<file path="config.mk">
export PLATFORM = sky130hd
export DESIGN_NAME = hdlc_tx
export DESIGN_NICKNAME = d
export VERILOG_FILES = /design/src/rtl/hdlc_tx_pkg.sv /design/src/rtl/hdlc_tx_crc.sv /design/src/rtl/hdlc_tx_stuff.sv /design/src/rtl/hdlc_tx.sv
export SDC_FILE = /design/constraint.sdc
export NUM_CORES = 1
export LEC_CHECK = 0
export BUFFER_PORTS_ARGS = -buffer_cell sky130_fd_sc_hd__buf_2
export CAP_MARGIN = 0
export CORE_UTILIZATION = 45
export DETAILED_ROUTE_END_ITERATION = 8
export GPL_ROUTABILITY_DRIVEN = 1
export GPL_TIMING_DRIVEN = 0
export PLACE_DENSITY = 0.72
export REMOVE_ABC_BUFFERS = 1
export SYNTH_ARGS = -nofsm -noshare
export SYNTH_HDL_FRONTEND = slang
export SYNTH_SLANG_ARGS = --single-unit
</file>
<file path="constraint.sdc">
create_clock -name clk -period 7.05 [get_ports clk]
set_clock_uncertainty 0.2 [all_clocks]
set_input_delay 0.3525 -clock clk [delete_from_list [all_inputs] [get_ports clk]]
set_output_delay 0.3525 -clock clk [all_outputs]
set_load 0.005 [all_outputs]
</file>
<file path="src/rtl/hdlc_tx_pkg.sv">
package hdlc_tx_pkg;

    localparam int BYTE_W = 8;
    localparam int FCS_W  = 32;

    localparam logic [BYTE_W-1:0] FLAG_BYTE = 8'h7E;
    localparam logic [BYTE_W-1:0] ONES_BYTE = 8'hFF;

    localparam logic [FCS_W-1:0] POLY16 = 32'h0000_8408;
    localparam logic [FCS_W-1:0] POLY32 = 32'hEDB8_8320;
    localparam logic [FCS_W-1:0] SEED16 = 32'h0000_FFFF;
    localparam logic [FCS_W-1:0] SEED32 = 32'hFFFF_FFFF;

    typedef enum logic [2:0] {
        ST_IDLE,
        ST_FLAG,
        ST_DATA,
        ST_CRC,
        ST_CLOSE,
        ST_ABORT
    } tx_state_t;

    // One byte through the reflected check register, LSB first.
    function automatic logic [FCS_W-1:0] fcs_byte(
        input logic [FCS_W-1:0]  acc,
        input logic [BYTE_W-1:0] din,
        input logic              wide
    );
        logic [FCS_W-1:0] c;
        logic             fb;
        c = acc;
        for (int i = 0; i < BYTE_W; i++) begin
            fb = c[0] ^ din[i];
            c  = c >> 1;
            if (fb) c = c ^ (wide ? POLY32 : POLY16);
        end
        return c;
    endfunction

endpackage

</file>
<file path="src/rtl/hdlc_tx_crc.sv">
module hdlc_tx_crc
    import hdlc_tx_pkg::*;
(
    input  logic              clk,
    input  logic              rst_n,
    input  logic              start,
    input  logic              feed,
    input  logic              shift,
    input  logic              wide,
    input  logic [BYTE_W-1:0] din,
    output logic [FCS_W-1:0]  fcs_q
);

    always_ff @(posedge clk) begin
        if (!rst_n) begin
            fcs_q <= SEED32;
        end else if (start) begin
            fcs_q <= fcs_byte(wide ? SEED32 : SEED16, din, wide);
        end else if (feed) begin
            fcs_q <= fcs_byte(fcs_q, din, wide);
        end else if (shift) begin
            fcs_q <= fcs_q >> BYTE_W;
        end
    end

endmodule

</file>
<file path="src/rtl/hdlc_tx_stuff.sv">
module hdlc_tx_stuff #(
    parameter int RUN_LEN = 5
) (
    input  logic clk,
    input  logic rst_n,
    input  logic bit_en,
    input  logic raw_bit,
    input  logic body,
    output logic stuff_now,
    output logic tx_bit
);

    localparam int RUN_W = $clog2(RUN_LEN + 1);
    localparam logic [RUN_W-1:0] RUN_MAX = RUN_W'(RUN_LEN);

    logic [RUN_W-1:0] ones_q;

    assign stuff_now = (ones_q == RUN_MAX);

    always_ff @(posedge clk) begin
        if (!rst_n) begin
            ones_q <= '0;
            tx_bit <= 1'b1;
        end else if (bit_en) begin
            if (stuff_now) begin
                tx_bit <= 1'b0;
                ones_q <= '0;
            end else begin
                tx_bit <= raw_bit;
                ones_q <= (body && raw_bit) ? ones_q + 1'b1 : '0;
            end
        end
    end

endmodule

</file>
<file path="src/rtl/hdlc_tx.sv">
module hdlc_tx
    import hdlc_tx_pkg::*;
#(
    parameter int CNT_W = 4
) (
    input  logic              clk,
    input  logic              rst_n,
    input  logic              bit_en,
    input  logic              fill_flags,
    input  logic [CNT_W-1:0]  min_flags,
    input  logic              crc32_sel,
    input  logic              in_valid,
    input  logic [BYTE_W-1:0] in_data,
    input  logic              in_last,
    input  logic              in_abort,
    output logic              in_ready,
    output logic              tx_bit
);

    localparam int IDX_W = $clog2(BYTE_W);
    localparam int FCS_BYTES = FCS_W / BYTE_W;
    localparam int CIDX_W = $clog2(FCS_BYTES + 1);
    localparam logic [IDX_W-1:0]  IDX_LAST = IDX_W'(BYTE_W - 1);
    localparam logic [CNT_W-1:0]  CNT_MAX  = '1;
    localparam logic [CIDX_W-1:0] NB_WIDE  = CIDX_W'(FCS_BYTES);
    localparam logic [CIDX_W-1:0] NB_NARROW = CIDX_W'(FCS_BYTES / 2);

    tx_state_t         state_q, state_d;
    logic [BYTE_W-1:0] byte_q, byte_d;
    logic [IDX_W-1:0]  idx_q;
    logic              last_q, last_d;
    logic [CNT_W-1:0]  cnt_q, cnt_d, cnt_upd;
    logic              wide_q, wide_d;
    logic [CIDX_W-1:0] cidx_q, cidx_d;

    logic              stuff_now, adv, byte_end;
    logic              raw_bit, body, between, gap_ok, want_beat;
    logic              fcs_start, fcs_feed, fcs_shift, fcs_wide;
    logic [FCS_W-1:0]  fcs_q;

    assign adv      = bit_en && !stuff_now;
    assign byte_end = adv && (idx_q == IDX_LAST);
    assign fcs_wide = fcs_start ? crc32_sel : wide_q;

    hdlc_tx_crc u_crc (
        .clk   (clk),
        .rst_n (rst_n),
        .start (fcs_start),
        .feed  (fcs_feed),
        .shift (fcs_shift),
        .wide  (fcs_wide),
        .din   (in_data),
        .fcs_q (fcs_q)
    );

    hdlc_tx_stuff #(.RUN_LEN(5)) u_stuff (
        .clk       (clk),
        .rst_n     (rst_n),
        .bit_en    (bit_en),
        .raw_bit   (raw_bit),
        .body      (body),
        .stuff_now (stuff_now),
        .tx_bit    (tx_bit)
    );

    // State register and datapath registers.
    always_ff @(posedge clk) begin
        if (!rst_n) begin
            state_q <= ST_IDLE;
            byte_q  <= ONES_BYTE;
            idx_q   <= '0;
            last_q  <= 1'b0;
            cnt_q   <= CNT_MAX;
            wide_q  <= 1'b0;
            cidx_q  <= '0;
        end else begin
            state_q <= state_d;
            byte_q  <= byte_d;
            last_q  <= last_d;
            cnt_q   <= cnt_d;
            wide_q  <= wide_d;
            cidx_q  <= cidx_d;
            if (adv) idx_q <= idx_q + 1'b1;
        end
    end

    // Gap bookkeeping seen at the end of the current byte.
    always_comb begin
        unique case (state_q)
            ST_FLAG:           cnt_upd = (cnt_q == CNT_MAX) ? cnt_q : cnt_q + 1'b1;
            ST_CLOSE, ST_ABORT: cnt_upd = '0;
            default:           cnt_upd = cnt_q;
        endcase
        between = (state_q == ST_IDLE) || (state_q == ST_FLAG) ||
                  (state_q == ST_CLOSE) || (state_q == ST_ABORT);
        gap_ok  = ((state_q == ST_FLAG) || (state_q == ST_CLOSE)) &&
                  (cnt_upd >= min_flags);
        want_beat = between ? gap_ok : ((state_q == ST_DATA) && !last_q);
    end

    // Next-state logic: choose the following byte at each byte boundary.
    always_comb begin
        state_d   = state_q;
        byte_d    = byte_q;
        last_d    = last_q;
        cnt_d     = cnt_q;
        wide_d    = wide_q;
        cidx_d    = cidx_q;
        fcs_start = 1'b0;
        fcs_feed  = 1'b0;
        fcs_shift = 1'b0;
        if (byte_end) begin
            unique case (state_q)
                ST_IDLE, ST_FLAG, ST_CLOSE, ST_ABORT: begin
                    cnt_d = cnt_upd;
                    if (gap_ok && in_valid) begin
                        wide_d = crc32_sel;
                        if (in_abort) begin
                            state_d = ST_ABORT;
                            byte_d  = ONES_BYTE;
                        end else begin
                            state_d   = ST_DATA;
                            byte_d    = in_data;
                            last_d    = in_last;
                            fcs_start = 1'b1;
                        end
                    end else if (fill_flags || in_valid) begin
                        state_d = ST_FLAG;
                        byte_d  = FLAG_BYTE;
                    end else begin
                        state_d = ST_IDLE;
                        byte_d  = ONES_BYTE;
                    end
                end
                ST_DATA: begin
                    if (last_q) begin
                        state_d   = ST_CRC;
                        byte_d    = ~fcs_q[BYTE_W-1:0];
                        cidx_d    = CIDX_W'(1);
                        fcs_shift = 1'b1;
                    end else if (in_valid && !in_abort) begin
                        byte_d   = in_data;
                        last_d   = in_last;
                        fcs_feed = 1'b1;
                    end else begin
                        state_d = ST_ABORT;
                        byte_d  = ONES_BYTE;
                    end
                end
                ST_CRC: begin
                    if (cidx_q == (wide_q ? NB_WIDE : NB_NARROW)) begin
                        state_d = ST_CLOSE;
                        byte_d  = FLAG_BYTE;
                    end else begin
                        byte_d    = ~fcs_q[BYTE_W-1:0];
                        cidx_d    = cidx_q + 1'b1;
                        fcs_shift = 1'b1;
                    end
                end
                default: begin
                    state_d = ST_IDLE;
                    byte_d  = ONES_BYTE;
                end
            endcase
        end
    end

    // Outputs of the FSM.
    always_comb begin
        raw_bit  = byte_q[idx_q];
        body     = (state_q == ST_DATA) || (state_q == ST_CRC);
        in_ready = byte_end && want_beat;
    end

endmodule

</file>
==> metrics.log, run 1 <==
INFO  metric first_global_vias = 4515
INFO  metric synth.mux.area_fraction = 0.04415
INFO  metric ys_types = 62
INFO  metric slew_viol_final = 0
INFO  metric cts_htree_levels = 3
INFO  metric maxClockFrequency = 150.6 MHz
INFO  metric synth_top_flop_cell = dfxtp_1
INFO  metric start_util = 0.4696
INFO  metric timing.critical_path.to_type = flop
INFO  metric synth_simple_gate_area_frac = 0.2307
INFO  metric clockPowerShare = 0.479
INFO  metric netlist_area = 0.005157 mm²
INFO  metric detailed_route_vias_per_instance = 5.996
INFO  metric p_switching = 0.0002830 W
INFO  metric synth_area_in_compound_gates = 0.1958
INFO  metric drtPass1Iterations = 5
INFO  metric ys_seq_elements = 59
INFO  metric gp_routability_congestion = 0.9364
INFO  metric p_int = 0.0007306 W
INFO  metric wire_length_of_the_first_global_routing_pass = 23580 µm
INFO  metric residual_drc = 0
INFO  metric netSwitchingFraction = 0.2792
INFO  metric die_h = 109.1 µm
INFO  metric antenna_cells_inserted = 0
INFO  metric drt_first_iter_violations = 613
INFO  metric layout_worst_path_cycle_share = 0.9418
INFO  metric reg2reg_setup_slack = 0.41 ns
INFO  metric main_combinational_cell_family_by_area_after_synthesis = simple AND/OR/NAND/NOR gates
INFO  metric floorplan.die_area = between 0.01 and 0.015 mm²
INFO  metric cts.root.buffer_cell = clkbuf_16
INFO  metric max_slew.worst_pin.slew = 1.377 ns
INFO  metric synth_top_area_share = 0.2290
INFO  metric synth.avg_cell_area = 7.629 µm²
INFO  metric setup_viol = 0
INFO  metric global_route.overflow_total = 0
INFO  metric yosys-top-cells-area = dfxtp_1, xnor2_1, xor2_1
INFO  metric cp_max_fo = 31
INFO  metric vdd_ir_drop_max = 99.63 µV
INFO  metric synth_enable_flop_cells = 0
INFO  metric synth-xor-area-share = 0.2023
INFO  metric syn-instance-count = 676
INFO  metric synth.most_common_cell = nand2_1
INFO  metric io_buffers = 21
INFO  metric cp.buffers_inverters = 2
INFO  metric critical_path_s_largest_stage_delay = 0.68 ns
INFO  metric clkLatencyLatePin = 0.34 ns
INFO  metric postSynth.asyncResetShare = 0
INFO  metric filler_cell_count = 1039
INFO  metric number_of_sinks_driven_by_the_clock_tree = 59
INFO  metric antenna_violations_before_repair = 0
INFO  metric place_hpwl = 10560 µm
INFO  metric cts_buffer_depth = 2
INFO  metric chipWidth = 109.1 µm
INFO  metric critPathLaunchType = flop
INFO  metric design.portCount = 22
INFO  metric tritoncts = yes
INFO  metric path_clk_slew = around 0.05 ns
INFO  metric grt_start_max_net_pins = 61
INFO  metric detailed_route_wl = 14810 µm
INFO  metric design.core.area = 0.01098 mm²
INFO  metric synth_adder_area_share = 0.05822
INFO  metric hold_violations = 0
INFO  metric portion_of_total_power_attributed_to_combinational_logic = 0.189
INFO  metric netlist.top_cell.by_area = dfxtp_1
INFO  metric final_period_minus_worst_setup_slack = ~6.6 ns
INFO  metric vias = slightly below 5k
INFO  metric status = complete, no violations
INFO  metric sequentialPowerShare = 0.333
INFO  metric yosys-top-cells-count = nand2_1, xnor2_1, nor2_1
INFO  metric final-instance-count-excl-fill = roughly 820
INFO  metric leakagePower = 2.227 nW
INFO  metric rows = 38
INFO  metric max_cap_viol_count = 0
INFO  metric dp_cells = between 800 and 900
INFO  metric detail-route-antenna-nets = 0
INFO  metric worst_min_path_class = input pin to flop
INFO  metric crit_family = simple AND/OR/NAND/NOR gates
INFO  metric cp_slowest_cell = clkinv_1
INFO  metric grt_setup_unrepaired = no
INFO  metric grt_usage = 0.2589
INFO  metric path_class = flop to flop
INFO  metric number_of_buffers_created_by_cts = 9
INFO  metric layout-drive-gt1-share = 0.08247
INFO  metric path_cells = inv_1 -> nor2_1 -> nand3_1 -> o21a_1 -> a211oi_1 -> ha_1 -> nor3_1 -> o21ai_0 -> nand4_1 -> nand2_2 -> clkinv_1 -> ha_1 -> xor2_2 -> xnor2_1 -> xor2_1 -> mux2_2 -> o21ai_0 -> o32a_1
INFO  metric number_of_synthesis_warnings = 0
INFO  metric cp_data_required_time = 7.13 ns
INFO  metric slew_headroom = 0.07357
INFO  metric setup_tns = 0 ns
INFO  metric worstPathArrival = around 6.7 ns
INFO  metric ys_seq_area_frac = 0.2290
INFO  metric net_count_reported_at_finish = 718
INFO  metric wire_per_inst = 18.09 µm
INFO  metric p_per_area = between 150 and 200 mW/mm²
INFO  metric area_growth_syn_to_layout = 10.07%
==> logic make-up (layout without fill, tap and decap cells) <==
family	after synthesis	in the layout
xor gates and xnor gates	116	116
DFF	59	59
muxes	20	20
AOI/OAI and AO/OA	150	150
and+or+nand+nor	253	253
buffers and inverters	54	57
adders and majority gates	24	24
==> flip-flops by register name, indices dropped and copies added, names as in the netlist <==
signal,flops
u_stuff.tx_bit,1
state_q,3
byte_q,8
cnt_q,4
cidx_q,3
idx_q,3
u_stuff.ones_q,3
last_q,1
wide_q,1
u_crc.fcs_q,32
==> path summary, 6_finish.rpt <==
check / end / start / cells after the start
worst max-delay path: u_crc.fcs_q[23] / state_q[0] / 18
worst min-delay path: last_q / in_last / 3
worst min register to register: u_stuff.tx_bit / u_stuff.tx_bit / 2
worst max register to register: u_crc.fcs_q[23] / state_q[0] / 18
==> cell type report <==
class | instances | area [µm²] | area share
sequential | 59 | 1181 | 0.2081
tap | 140 | 175.2 | 0.03086
clock inverter | 6 | 88.84 | 0.01565
timing repair buffer | 22 | 116.4 | 0.02050
clock buffer | 10 | 239.0 | 0.04210
multi-input combinational | 563 | 3805 | 0.6703
inverter | 19 | 71.32 | 0.01256
==> cells in the final DEF, fill, tap and decap left out, drive strengths merged, types with 11 or more instances in the layout <==
master / instances
buf: 22
nor2: 69
inv: 15
nand3: 26
o211ai: 12
nand2: 88
a21oi: 33
o21ai: 31
mux2i: 16
o221ai: 11
xnor2: 76
dfxtp: 59
nor3: 20
ha: 24
xor2: 38
==> power groups by stage <==
stage	registers [W]	clock network (W)	logic, W
after floorplan	0.000344	0	0.000136
after global placement	0.000344	0	0.000182
after detailed placement	0.000344	0	0.000184
after CTS	0.000337	0.000487	0.000187
after global routing	0.000337	0.000500	0.000205
final	0.000337	0.000485	0.000191
==> routing by layer <==
| layer | up-vias | GRT usage | wire (µm) |
|---|---|---|---|
| met5 | - | 0 | 0 |
| met4 | 0 | 0.1042 | 248 |
| met3 | 20 | 0.04543 | 1308 |
| met2 | 218 | 0.4075 | 6855 |
| met1 | 2307 | 0.3479 | 6400 |
| li1 | 2366 | - | - |
==> worst reg2reg max path, stage by stage, from the launching register on <==
cell and delay (ns):
dfxtp_1 0.63, inv_1 0.15, nor2_1 0.17, nand3_1 0.11, o21a_1 0.18, a211oi_1 0.33
ha_1 0.29, nor3_1 0.07, o21ai_0 0.19, nand4_1 0.46, nand2_2 0.65, clkinv_1 0.69
ha_1 0.44, xor2_2 0.50, xnor2_1 0.31, xor2_1 0.20, mux2_2 0.35, o21ai_0 0.42
o32a_1 0.24
==> timing repair <==
item	CTS	global route
buffers inserted	0	0
setup endpoints to repair	4	4
hold endpoints to repair	0	0
gates cloned	0	0
pin swaps	0	0
hold buffers	0	0
gates resized for setup	1	2
==> stage by stage <==
step	utilization	area [µm²]	power (W)	hold WS (ns)	setup slack, ns
CTS	0.5150	5657	0.001011	0.07904	0.3064
floorplan	-	5024	0.0004798	0.2144	1.692
finish	0.5169	5677	0.001014	0.09159	0.4100
global placement	0.4829	5304	0.0005267	0.2513	-0.03355
detailed placement	0.4850	5326	0.0005287	0.2576	-0.1894
global route	0.5169	5677	0.001042	0.09768	0.06247
Note: power is estimated with default switching activity, not from simulation.
==> run 2, diff against run 1 <==
--- a/config.mk
+++ b/config.mk
@@ -8,6 +8,7 @@
 export BUFFER_PORTS_ARGS = -buffer_cell sky130_fd_sc_hd__buf_2
 export CAP_MARGIN = 0
 export CORE_UTILIZATION = 45
+export CTS_BUF_LIST = sky130_fd_sc_hd__clkbuf_4 sky130_fd_sc_hd__clkbuf_8
 export DETAILED_ROUTE_END_ITERATION = 8
 export GPL_ROUTABILITY_DRIVEN = 1
 export GPL_TIMING_DRIVEN = 0
==> run 2 against run 1 <==
Against the previous run:
- utilization fell by 0.92 points
- via count increased by 0.61%
- clock power fell by 27%
- sequential cell count stayed put
- non-clock buffer count stayed put
- sequential power about the same
- register-to-register slack barely moved
- power fell by 13%
- final cell count is the same
- clock-buffer cell count stayed put
- fmax increased by 0.15%
- critical path type unchanged
- highest routed layer unchanged
==> metrics.log, run 2 (same netlist as run 1, synthesis figures left out) <==
INFO  metric worst_min_path_class = input pin to flop
INFO  metric layout_worst_path_cycle_share = 0.9404
INFO  metric maxClockFrequency = 150.8 MHz
INFO  metric grt_usage = 0.2589
INFO  metric residual_drc = 0
INFO  metric post-layout-total-power = 0.0008836 W
INFO  metric detail-route-antenna-nets = 0
INFO  metric hold_violations = 0
INFO  metric timing.critical_path.to_type = flop
INFO  metric critical_path_s_largest_stage_delay = 0.66 ns
INFO  metric setup_viol = 0
INFO  metric grt_setup_unrepaired = no
INFO  metric hold-path-cell-count = 3
INFO  metric largest_register_ffs = 32
INFO  metric layout_common_cells = nand2_1, xnor2_1, nor2_1
INFO  metric area_growth_syn_to_layout = 8.103%
INFO  metric registers.top_by_ff_count = u_crc.fcs_q
INFO  metric chipWidth = 109.1 µm
INFO  metric final_critical_path_setup_slack = 0.4199 ns
INFO  metric cp_slowest_cell = clkinv_1
INFO  metric io_buffers = 21
INFO  metric global_route.usage.met2 = 0.4034
INFO  metric gp_routability_congestion = ~0.94
INFO  metric path_cells = inv_1 -> nor2_1 -> nand3_1 -> o21a_1 -> a211oi_1 -> ha_1 -> nor3_1 -> o21ai_0 -> nand4_1 -> nand2_2 -> clkinv_1 -> ha_1 -> xor2_2 -> xnor2_1 -> xor2_1 -> mux2_2 -> o21ai_0 -> o32a_1
INFO  metric max_slew.worst_pin.slew = ~1.4 ns
INFO  metric max_cap_viol_count = 0
INFO  metric r2r_worst_path_depth = 18
INFO  metric final_period_minus_worst_setup_slack = 6.630 ns
INFO  metric slew_viol_final = 0
INFO  metric start_util = 0.4696
INFO  metric final-instance-count-excl-fill = ~800
INFO  metric net_count_reported_at_finish = 718
INFO  metric wire_length_of_the_first_global_routing_pass = about 24000 µm
INFO  metric layout-drive-gt1-share = 0.08247
INFO  metric critPathLaunchType = flop
INFO  metric drt_first_iter_violations = 544
INFO  metric place_hpwl = between 10000 and 15000 µm
INFO  metric p_per_area = 158.5 mW/mm²
INFO  metric design.core.area = 0.01098 mm²
INFO  metric antenna_cells_inserted = 0
INFO  metric grt_start_max_net_pins = 61
INFO  metric cp_max_fo = 31
INFO  metric cp_data_required_time = 7.15 ns
INFO  metric filler_cell_count = roughly 1.1k
INFO  metric number_of_sinks_driven_by_the_clock_tree = 59
INFO  metric tritoncts = yes
INFO  metric first_global_vias = 4527
INFO  metric status = complete, no violations
INFO  metric path_clk_slew = 0.07 ns
INFO  metric rows = 38
INFO  metric gr-usage-met1 = 0.3450
INFO  metric pre_cts_slack = -0.1894 ns
INFO  metric dp_cells = ~800
INFO  metric layout_top_registers = u_crc.fcs_q x32, byte_q x8, cnt_q x4
INFO  metric final_standard_cell_utilization_of_the_core = 0.5076
INFO  metric detailed_route_vias_per_instance = approximately 6.0
INFO  metric worstPathArrival = about 6.7 ns
INFO  metric clkLatencyLatePin = 0.37 ns
INFO  metric cts_htree_levels = 3
INFO  metric r2r-end = u_crc.fcs_q[23]
INFO  metric design.portCount = 22
INFO  metric wire_per_inst = 18.02 µm
INFO  metric number_of_buffers_created_by_cts = 9
INFO  metric vias = 4941
INFO  metric cts.hold.buffers_added = 0
INFO  metric slew_headroom = 0.08022
INFO  metric gr-usage-met3 = 0.04961
INFO  metric cts.root.buffer_cell = clkbuf_8
INFO  metric startpoint_of_the_tightest_hold_check_path = in_last
INFO  metric drtPass1Iterations = 6
INFO  metric leakagePower = 2.181 nW
INFO  metric reg2reg_setup_slack = 0.42 ns
INFO  metric path_class = flop to flop
INFO  metric floorplan.die_area = 0.01189 mm²
INFO  metric global_route.overflow_total = 0
INFO  metric die_h = between 100 and 150 µm
INFO  metric busiest_layer = met2
INFO  metric vdd_ir_drop_max = between 70 and 80 µV
INFO  metric detailed_route_wl = between 10000 and 15000 µm
INFO  metric worst_hold_path.endpoint = last_q
INFO  metric layout_commonest_cell = nand2_1
INFO  metric critical_path.reg2reg.startpoint = state_q[0]
INFO  metric antenna_violations_before_repair = 0
INFO  metric cts_buffer_depth = 2
==> run 2: worst max path at each step <==
stage	startpoint	end	slack [ns]	cells after the start
5_1_grt	state_q[0]	u_crc.fcs_q[23]	0.06	18
3_5_place_dp	state_q[0]	u_crc.fcs_q[19]	-0.19	21
6_report	state_q[0]	u_crc.fcs_q[23]	0.42	18
4_1_cts	state_q[0]	u_crc.fcs_q[19]	0.30	21
2_1_floorplan	cnt_q[0]	u_crc.fcs_q[19]	1.69	22
3_3_place_gp	state_q[0]	u_crc.fcs_q[20]	-0.03	18
==> run 2: area by class of cell <==
cell class	count	area, µm²	area share
Multi-Input combinational cell	563	3805	0.6825
Sequential cell	59	1181	0.2118
Tap cell	140	175.2	0.03142
Clock buffer	10	137.6	0.02469
Timing Repair Buffer	22	116.4	0.02087
Clock inverter	6	88.84	0.01593
Inverter	19	71.32	0.01279
==> run 2: through the flow <==
step	cell area (µm²)	hold slack, ns	setup TNS, ns
after floorplan	5024	0.2144	0
after global placement	5304	0.2513	-0.09083
after detailed placement	5326	0.2576	-0.5164
after CTS	5555	0.05220	0
after global routing	5575	0.06941	0
final	5575	0.07197	0
==> run 2: power breakdown <==
group | internal (W) | total (W) | switching (W)
Combinational | 0.0000769 | 0.000191 | 0.000114
Clock | 0.000208 | 0.000356 | 0.000148
Sequential | 0.000335 | 0.000337 | 0.00000186
Total | 0.000620 | 0.000884 | 0.000264
==> run 2: worst max-delay path: cells and delay by family (launching register included) <==
family,cells,cell delay (ns)
AO/OA/AOI/OAI,5,1.37
XOR/XNOR,3,1.01
multiplexers,1,0.34
flip-flops,1,0.64
adder cells (fa/ha/maj),2,0.72
buffers and inverters,2,0.80
AND/OR/NAND/NOR,5,1.46
==> run 2: per-layer routing <==
metal  vias up  wire length [µm]
li1       2366                 -
met1      2305              6317
met2       236              6733
met3        34              1374
met4         0               329
met5         -                 0
==> run 2: what timing repair did <==
| action | 4_1_cts | 5_1_grt |
|---|---|---|
| setup endpoints to repair | 5 | 4 |
| gates resized for setup | 1 | 2 |
| setup buffers | 0 | 0 |
